### config.mk
export PLATFORM = sky130hd
export DESIGN_NAME = capture_recorder
export DESIGN_NICKNAME = d
export VERILOG_FILES = /design/src/rtl/rec_pkg.sv /design/src/rtl/rec_store.sv /design/src/rtl/rec_sequencer.sv /design/src/rtl/rec_regs.sv /design/src/rtl/capture_recorder.sv
export SDC_FILE = /design/constraint.sdc
export NUM_CORES = 1
export LEC_CHECK = 0
export BUFFER_PORTS_ARGS = -buffer_cell sky130_fd_sc_hd__buf_4
export CAP_MARGIN = 20
export CORE_MARGIN = 3
export CORE_UTILIZATION = 30
export CTS_CLUSTER_SIZE = 30
export DETAILED_ROUTE_END_ITERATION = 16
export PLACE_DENSITY = 0.55
export SYNTH_ARGS = -nofsm -noshare
export SYNTH_HDL_FRONTEND = slang
export SYNTH_SLANG_ARGS = --single-unit
### constraint.sdc
create_clock -name clk -period 4.46 [get_ports clk]
set_clock_uncertainty 0.15 [all_clocks]
set_input_delay 0.892 -clock clk [delete_from_list [all_inputs] [get_ports clk]]
set_output_delay 0.892 -clock clk [all_outputs]
set_load 0.005 [all_outputs]
### src/rtl/rec_pkg.sv
package rec_pkg;
  typedef enum logic [1:0] {
    ST_IDLE,
    ST_ARMED,
    ST_POST,
    ST_DONE
  } seq_state_t;

  localparam logic [2:0] A_CTRL   = 3'd0;
  localparam logic [2:0] A_SIZE   = 3'd1;
  localparam logic [2:0] A_OFFSET = 3'd2;
  localparam logic [2:0] A_STATUS = 3'd3;
  localparam logic [2:0] A_VALID  = 3'd4;
  localparam logic [2:0] A_DATA   = 3'd5;
endpackage

### src/rtl/rec_store.sv
module rec_store #(
  parameter int DATA_W = 8,
  parameter int DEPTH  = 16,
  parameter int AW     = $clog2(DEPTH)
) (
  input  logic              clk,
  input  logic              wr_en,
  input  logic [AW-1:0]     wr_addr,
  input  logic [DATA_W-1:0] wr_data,
  input  logic              rd_en,
  input  logic [AW-1:0]     rd_addr,
  output logic [DATA_W-1:0] rd_q
);
  // simple dual-port array, registered read: maps onto block RAM
  logic [DATA_W-1:0] mem [DEPTH];

  always_ff @(posedge clk) begin
    if (wr_en) mem[wr_addr] <= wr_data;
  end

  always_ff @(posedge clk) begin
    if (rd_en) rd_q <= mem[rd_addr];
  end
endmodule

### src/rtl/rec_sequencer.sv
module rec_sequencer
  import rec_pkg::*;
#(
  parameter int DEPTH = 16,
  parameter int AW    = $clog2(DEPTH),
  parameter int CNT_W = AW + 1
) (
  input  logic             clk,
  input  logic             rst,
  input  logic             arm_i,
  input  logic             hit_i,
  input  logic [CNT_W-1:0] size_eff_i,
  input  logic [CNT_W-1:0] off_eff_i,
  output logic             wr_en_o,
  output logic [AW-1:0]    wr_addr_o,
  output logic             busy_o,
  output logic             done_o,
  output logic [CNT_W-1:0] valid_o,
  output logic             fin_o,
  output logic [AW-1:0]    start_o
);
  localparam logic [CNT_W-1:0] DEPTH_C = CNT_W'(DEPTH);

  seq_state_t       state;
  logic [AW-1:0]    wr_ptr;
  logic [CNT_W-1:0] pre_cnt, post_cnt, post_tot, size_lat, off_lat, valid_q;
  logic             hit_q, fin_q;
  logic [AW-1:0]    start_q;

  logic             hit_rise;
  logic [CNT_W-1:0] pre_kept;
  logic             last_wr;
  logic [AW-1:0]    start_calc;

  assign hit_rise   = hit_i & ~hit_q;
  assign pre_kept   = (pre_cnt < off_lat) ? pre_cnt : off_lat;
  assign last_wr    = (state == ST_ARMED && hit_rise && post_tot == CNT_W'(1)) ||
                      (state == ST_POST && (post_cnt + CNT_W'(1)) == post_tot);
  assign start_calc = wr_ptr + AW'(1) - size_lat[AW-1:0];

  assign wr_en_o   = (state == ST_ARMED) || (state == ST_POST);
  assign wr_addr_o = wr_ptr;
  assign busy_o    = wr_en_o;
  assign done_o    = (state == ST_DONE);
  assign valid_o   = valid_q;
  assign fin_o     = fin_q;
  assign start_o   = start_q;

  always_ff @(posedge clk) begin
    if (rst) begin
      state    <= ST_IDLE;
      wr_ptr   <= '0;
      pre_cnt  <= '0;
      post_cnt <= '0;
      post_tot <= CNT_W'(1);
      size_lat <= CNT_W'(1);
      off_lat  <= '0;
      valid_q  <= '0;
      hit_q    <= 1'b0;
      fin_q    <= 1'b0;
      start_q  <= '0;
    end else begin
      hit_q <= hit_i;
      fin_q <= 1'b0;
      if (wr_en_o) wr_ptr <= wr_ptr + AW'(1);
      if (arm_i) begin
        state    <= ST_ARMED;
        pre_cnt  <= '0;
        post_cnt <= '0;
        valid_q  <= '0;
        size_lat <= size_eff_i;
        off_lat  <= off_eff_i;
        post_tot <= size_eff_i - off_eff_i;
      end else begin
        case (state)
          ST_ARMED: begin
            if (hit_rise) begin
              post_cnt <= CNT_W'(1);
              valid_q  <= pre_kept + post_tot;
              state    <= last_wr ? ST_DONE : ST_POST;
            end else if (pre_cnt != DEPTH_C) begin
              pre_cnt <= pre_cnt + CNT_W'(1);
            end
          end
          ST_POST: begin
            post_cnt <= post_cnt + CNT_W'(1);
            if (last_wr) state <= ST_DONE;
          end
          default: ;
        endcase
        if (last_wr) begin
          fin_q   <= 1'b1;
          start_q <= start_calc;
        end
      end
    end
  end

  AST_IDLE_HOLD: assert property (@(posedge clk) disable iff (rst)
    (state == ST_IDLE && !arm_i) |=> state == ST_IDLE);
  AST_POST_BOUND: assert property (@(posedge clk) disable iff (rst)
    (state == ST_POST) |-> (post_cnt < post_tot));
  AST_DONE_FREEZE: assert property (@(posedge clk) disable iff (rst)
    (state == ST_DONE && !arm_i) |=> (state == ST_DONE && $stable(wr_ptr)));
  AST_VALID_BOUND: assert property (@(posedge clk) disable iff (rst)
    valid_q <= size_lat);
  AST_ARM_CLEARS: assert property (@(posedge clk) disable iff (rst)
    arm_i |=> (state == ST_ARMED && valid_q == '0));
endmodule

### src/rtl/rec_regs.sv
module rec_regs
  import rec_pkg::*;
#(
  parameter int DATA_W = 8,
  parameter int DEPTH  = 16,
  parameter int AW     = $clog2(DEPTH),
  parameter int CNT_W  = AW + 1,
  parameter int REG_W  = 16
) (
  input  logic              clk,
  input  logic              rst,
  input  logic [2:0]        reg_addr,
  input  logic              reg_wr,
  input  logic [REG_W-1:0]  reg_wdata,
  input  logic              reg_rd,
  input  logic              busy_i,
  input  logic              done_i,
  input  logic [CNT_W-1:0]  valid_i,
  input  logic              fin_i,
  input  logic [AW-1:0]     start_i,
  input  logic [DATA_W-1:0] mem_q_i,
  output logic              arm_o,
  output logic [CNT_W-1:0]  size_eff_o,
  output logic [CNT_W-1:0]  off_eff_o,
  output logic              mem_rd_en_o,
  output logic [AW-1:0]     mem_rd_addr_o,
  output logic [REG_W-1:0]  reg_rdata,
  output logic              reg_rvalid
);
  localparam logic [REG_W-1:0] DEPTH_R = REG_W'(DEPTH);
  localparam logic [CNT_W-1:0] DEPTH_C = CNT_W'(DEPTH);

  logic [REG_W-1:0] size_raw, off_raw, misc_q;
  logic [AW-1:0]    rd_ptr;
  logic             sel_data_q, rvalid_q;
  logic             data_rd;

  assign arm_o   = reg_wr && reg_addr == A_CTRL && reg_wdata[0];
  assign data_rd = reg_rd && reg_addr == A_DATA;

  always_comb begin
    if (size_raw == '0)          size_eff_o = CNT_W'(1);
    else if (size_raw > DEPTH_R) size_eff_o = DEPTH_C;
    else                         size_eff_o = size_raw[CNT_W-1:0];
  end

  always_comb begin
    if (off_raw >= REG_W'(size_eff_o)) off_eff_o = size_eff_o - CNT_W'(1);
    else                               off_eff_o = off_raw[CNT_W-1:0];
  end

  assign mem_rd_en_o   = data_rd;
  assign mem_rd_addr_o = rd_ptr;

  always_ff @(posedge clk) begin
    if (rst) begin
      size_raw <= REG_W'(1);
      off_raw  <= '0;
    end else if (reg_wr) begin
      if (reg_addr == A_SIZE)   size_raw <= reg_wdata;
      if (reg_addr == A_OFFSET) off_raw  <= reg_wdata;
    end
  end

  always_ff @(posedge clk) begin
    if (rst)          rd_ptr <= '0;
    else if (fin_i)   rd_ptr <= start_i;
    else if (data_rd) rd_ptr <= rd_ptr + AW'(1);
  end

  always_ff @(posedge clk) begin
    if (rst) begin
      misc_q     <= '0;
      sel_data_q <= 1'b0;
      rvalid_q   <= 1'b0;
    end else begin
      rvalid_q   <= reg_rd;
      sel_data_q <= data_rd;
      if (reg_rd) begin
        case (reg_addr)
          A_SIZE:   misc_q <= size_raw;
          A_OFFSET: misc_q <= off_raw;
          A_STATUS: misc_q <= REG_W'({busy_i, done_i});
          A_VALID:  misc_q <= REG_W'(valid_i);
          default:  misc_q <= '0;
        endcase
      end
    end
  end

  assign reg_rdata  = sel_data_q ? REG_W'(mem_q_i) : misc_q;
  assign reg_rvalid = rvalid_q;

  AST_SIZE_CLAMP: assert property (@(posedge clk) disable iff (rst)
    (size_eff_o != '0 && size_eff_o <= DEPTH_C && off_eff_o < size_eff_o));
  AST_RDPTR_STEP: assert property (@(posedge clk) disable iff (rst)
    (data_rd && !fin_i) |=> rd_ptr == $past(rd_ptr) + AW'(1));
  AST_READ_LATENCY: assert property (@(posedge clk) disable iff (rst)
    reg_rd |=> reg_rvalid);
endmodule

### src/rtl/capture_recorder.sv
module capture_recorder #(
  parameter int DATA_W = 8,
  parameter int DEPTH  = 16,
  parameter int REG_W  = 16
) (
  input  logic              clk,
  input  logic              rst,
  input  logic [DATA_W-1:0] sample_i,
  input  logic              hit_i,
  input  logic [2:0]        reg_addr,
  input  logic              reg_wr,
  input  logic [REG_W-1:0]  reg_wdata,
  input  logic              reg_rd,
  output logic [REG_W-1:0]  reg_rdata,
  output logic              reg_rvalid
);
  localparam int AW    = $clog2(DEPTH);
  localparam int CNT_W = AW + 1;

  logic             arm, wr_en, busy, done, fin, mem_rd_en;
  logic [AW-1:0]    wr_addr, start, mem_rd_addr;
  logic [CNT_W-1:0] size_eff, off_eff, valid;
  logic [DATA_W-1:0] mem_q;

  rec_sequencer #(.DEPTH(DEPTH), .AW(AW), .CNT_W(CNT_W)) u_seq (
    .clk(clk), .rst(rst), .arm_i(arm), .hit_i(hit_i),
    .size_eff_i(size_eff), .off_eff_i(off_eff),
    .wr_en_o(wr_en), .wr_addr_o(wr_addr), .busy_o(busy), .done_o(done),
    .valid_o(valid), .fin_o(fin), .start_o(start)
  );

  rec_store #(.DATA_W(DATA_W), .DEPTH(DEPTH), .AW(AW)) u_store (
    .clk(clk), .wr_en(wr_en), .wr_addr(wr_addr), .wr_data(sample_i),
    .rd_en(mem_rd_en), .rd_addr(mem_rd_addr), .rd_q(mem_q)
  );

  rec_regs #(.DATA_W(DATA_W), .DEPTH(DEPTH), .AW(AW), .CNT_W(CNT_W), .REG_W(REG_W)) u_regs (
    .clk(clk), .rst(rst), .reg_addr(reg_addr), .reg_wr(reg_wr),
    .reg_wdata(reg_wdata), .reg_rd(reg_rd), .busy_i(busy), .done_i(done),
    .valid_i(valid), .fin_i(fin), .start_i(start), .mem_q_i(mem_q),
    .arm_o(arm), .size_eff_o(size_eff), .off_eff_o(off_eff),
    .mem_rd_en_o(mem_rd_en), .mem_rd_addr_o(mem_rd_addr),
    .reg_rdata(reg_rdata), .reg_rvalid(reg_rvalid)
  );
endmodule

==> results.md <==
* Status: completed
* Largest stage delay, worst path at around 0.40 ns
* Antenna violations before repair at 0
* Routed WL at 22000 um
* Pwr Total at 0.00492 W
* Yosys cell types at 57
* Placed cell areas at around 11000 sq um
* Crit-path max FO at 7
* Register area share after synthesis at 0.583
* Filler cell count at between 3000 and 4000
* Min Clock Period, post-route at between 3 and 4 ns
* N_diodes at 0
* Max Fclk at 0.252 GHz
* Remaining Overflow, GRT at 0
* 1st-iter DRT viols at 354
* Vias at 6289
* Die W at approximately 190 um
* Syn Std Cell Area at 10300 sq um
* Slew headroom at 0.398
* Worst setup margin at between 0.4 and 0.5 ns
* Post-synth top area share at 0.398
* CTS resizes at 0
* Final std cell area, no fill at 11800 sq um
* Flops & latches, synth at 231
* Synth Flop Type: edfxtp_1
* Max-cap violations at 0
* Tightest Hold Check Type: flop to flop
* Core box area at 33600 sq um
* Actual slew at the worst max-slew pin at 0.901 ns
* Antenna Nets Post-Route at 0
* Fraction of layout cells with a size suffix above 1 at 0.170
* Clock Tree Root: clkbuf_16
* Largest net degree at the start of global routing at 80
* Pwr Density at 417 nW/um^2
* Syn. warnings at 0
* Critical Path RT at 4.71 ns
* WL/cell at 16.6 um
* Final net count at ~930
* Ranking of synthesized cells by area: edfxtp_1 (40%), dfxtp_1 (19%), mux4_2 (8.8%), ha_1 (3.9%), nand2_1 (3.4%)
* Critical Path Source: u_regs.size_raw[10]
* I/O pins at ~50
* Post-Synthesis Cells at 824
* CTS tree: yes
* Hpwl dp at 15400 um
* Pins Over Slew Limit at 0
* Total CTS buffers at 25
* Commonest cells after routing, fill and taps aside: edfxtp_1 (136), dfxtp_1 (94), nand2_1 (92), a21oi_1 (65), nor2_1 (57)
* Startpoint types: flop
* Gp weighted congestion at 0.814
* First-pass GRT wire length at 35300 um
* Vias per inst at ~4.7
* Die area at 36500 sq um
* Pre-antenna DRT Iters at 5
* Worst Setup End Kind: flop
* Clock buffer depth at 3
* Reg area at 5990 sq um
* Total setup buffers inserted after CTS at 0
* # setup viols final at 0
* Hold Buf Count CTS at 0
* Vias in the first global route at ~6400
* Top cell by count, worst path: ha_1
* Mapped Nets at 891
* Clock Sinks at 231
* Maximum VDD drop at 0.000238 V
* Setup TNS at 0 ns
* Most area-hungry cell type in the Yosys netlist: edfxtp_1
* Crit-path cells: nor4_1 -> and3_1 -> nand2_1 -> ha_1 -> a211o_1 -> a31oi_1 -> o2111ai_2 -> mux2_2 -> ha_1 -> inv_1 -> fa_1 -> a21o_1 -> a21oi_1 -> xor2_1 -> o21ai_0
* Dpl ws at 0.454 ns
* Commonest non-fill, non-tap cell in the layout: edfxtp_1
* Site Rows at between 60 and 70
* CP arrival at 4.22 ns
* Syn avg cell area at between 10 and 15 sq um
* Clock latency on the worst-skew pair at approximately 0.5 ns
* Area grow syn2layout at 14.9%
* H-tree depth at 1
* Number of flops mapped to enable cells by yosys at around 140
* Overall Global Routing Usage at 0.120
* Port bufs at 48
* Multi-input gate area at about 4000 sq um
* Final Hold Viols at 0
* Hold WS at 0.320 ns
* Remaining routing DRC violations at 0
* Die height at around 190 um
* Clock-pin transition on the worst setup and hold timing paths at 0.06 ns
* R2R Path Start: u_regs.size_raw[10]
* Leak at 4.08 nW
* Hold_sp: u_seq.valid_o[1]
* CP Class: flop to flop
* Slowest-stage cell, CP: fa_1
* RSZ-0062 raised after global routing: no
* Initial Utilization at 0.305
* Async SR Flop Fraction at 0
* Final Cycle Share at 0.890
==> cell type report <==
class / count / area share
clock buffers: 44 / 0.0625
repair buffers: 54 / 0.0344
flip-flops and latches: 231 / 0.508
well taps: 448 / 0.0475
multi-input cells: 520 / 0.338
inverters: 26 / 0.00828
clock inverters: 2 / 0.00149
==> worst paths after layout <==
check	endpoint	slack, ns	cells after the start
min reg2reg	u_seq.valid_o[1]	0.32	2
max reg2reg	u_seq.post_tot[4]	0.49	15
max	u_seq.post_tot[4]	0.49	15
min	u_seq.valid_o[1]	0.32	2
==> report_power, final <==
group | switching (W) | leakage, nW | internal, W | total (W)
clock network | 0.000805 | 0.363 | 0.00111 | 0.00192
logic | 0.000335 | 1.72 | 0.000269 | 0.000604
registers | 0.0000581 | 1.99 | 0.00234 | 0.00239
==> registers in the layout, indices dropped and copies added, names as in the netlist, 2 cells and up <==
| signal | count |
|---|---|
| u_store.rd_q | 8 |
| u_seq.post_cnt | 5 |
| u_seq.wr_addr_o | 4 |
| u_regs.off_raw | 16 |
| u_regs.size_raw | 16 |
| u_seq.size_lat | 4 |
| u_store.mem | 128 |
| u_seq.off_lat | 5 |
| u_seq.pre_cnt | 5 |
| u_regs.mem_rd_addr_o | 4 |
| u_seq.valid_o | 5 |
| u_seq.state | 2 |
| u_regs.misc_q | 16 |
| u_seq.start_o | 4 |
| u_seq.post_tot | 5 |
==> synthesized netlist by cell type, types with 4 or more instances <==
| library cell | instances |
|---|---|
| a21o_1 | 7 |
| edfxtp_1 | 136 |
| ha_1 | 32 |
| o21ai_0 | 16 |
| nor2_1 | 57 |
| buf_1 | 4 |
| mux2i_1 | 12 |
| nor2b_1 | 34 |
| buf_2 | 11 |
| a22oi_1 | 7 |
| o211ai_1 | 5 |
| clkbuf_1 | 32 |
| and3_1 | 15 |
| a21oi_1 | 65 |
| inv_1 | 26 |
| mux4_2 | 40 |
| xor2_1 | 8 |
| and2_1 | 9 |
| nor4_1 | 6 |
| nand2b_1 | 6 |
| xnor2_1 | 19 |
| mux2_2 | 12 |
| a22o_1 | 11 |
| nand3_1 | 11 |
| a211oi_1 | 4 |
| a211o_1 | 4 |
| dfxtp_1 | 95 |
| nand2_1 | 92 |
| nor3_1 | 6 |
==> logic make-up after synthesis <==
family / after synthesis / share of synthesized area
adders and majority gates: 35 / 0.0449
DFF: 231 / 0.583
xor gates and xnor gates: 27 / 0.0230
and+or+nand+nor: 254 / 0.120
muxes: 64 / 0.113
AOI/OAI and AO/OA: 140 / 0.0877
buffers and inverters: 73 / 0.0280
==> critical path: cells and delay by family, from the launching register on <==
kind,cells,cell delay (ns)
flip-flops,1,0.33
buffers and inverters,1,0.06
AND/OR/NAND/NOR,3,0.75
multiplexers,1,0.34
adder cells (fa/ha/maj),3,0.87
AO/OA/AOI/OAI,6,1.22
XOR/XNOR,1,0.15
==> metal layers <==
metal / GRT usage / part of all wire
met5: 0 / 0
met4: 0.0189 / 0.015
met3: 0.0196 / 0.037
met2: 0.197 / 0.46
met1: 0.172 / 0.48
==> metrics by stage <==
stage | cells | utilization
2_1_floorplan | 824 | -
3_3_place_gp | 1279 | 0.328
3_5_place_dp | 1279 | 0.328
4_1_cts | 1325 | 0.351
5_1_grt | 1325 | 0.351
6_report | 1325 | 0.351
Power figures use the tool's default switching activity.
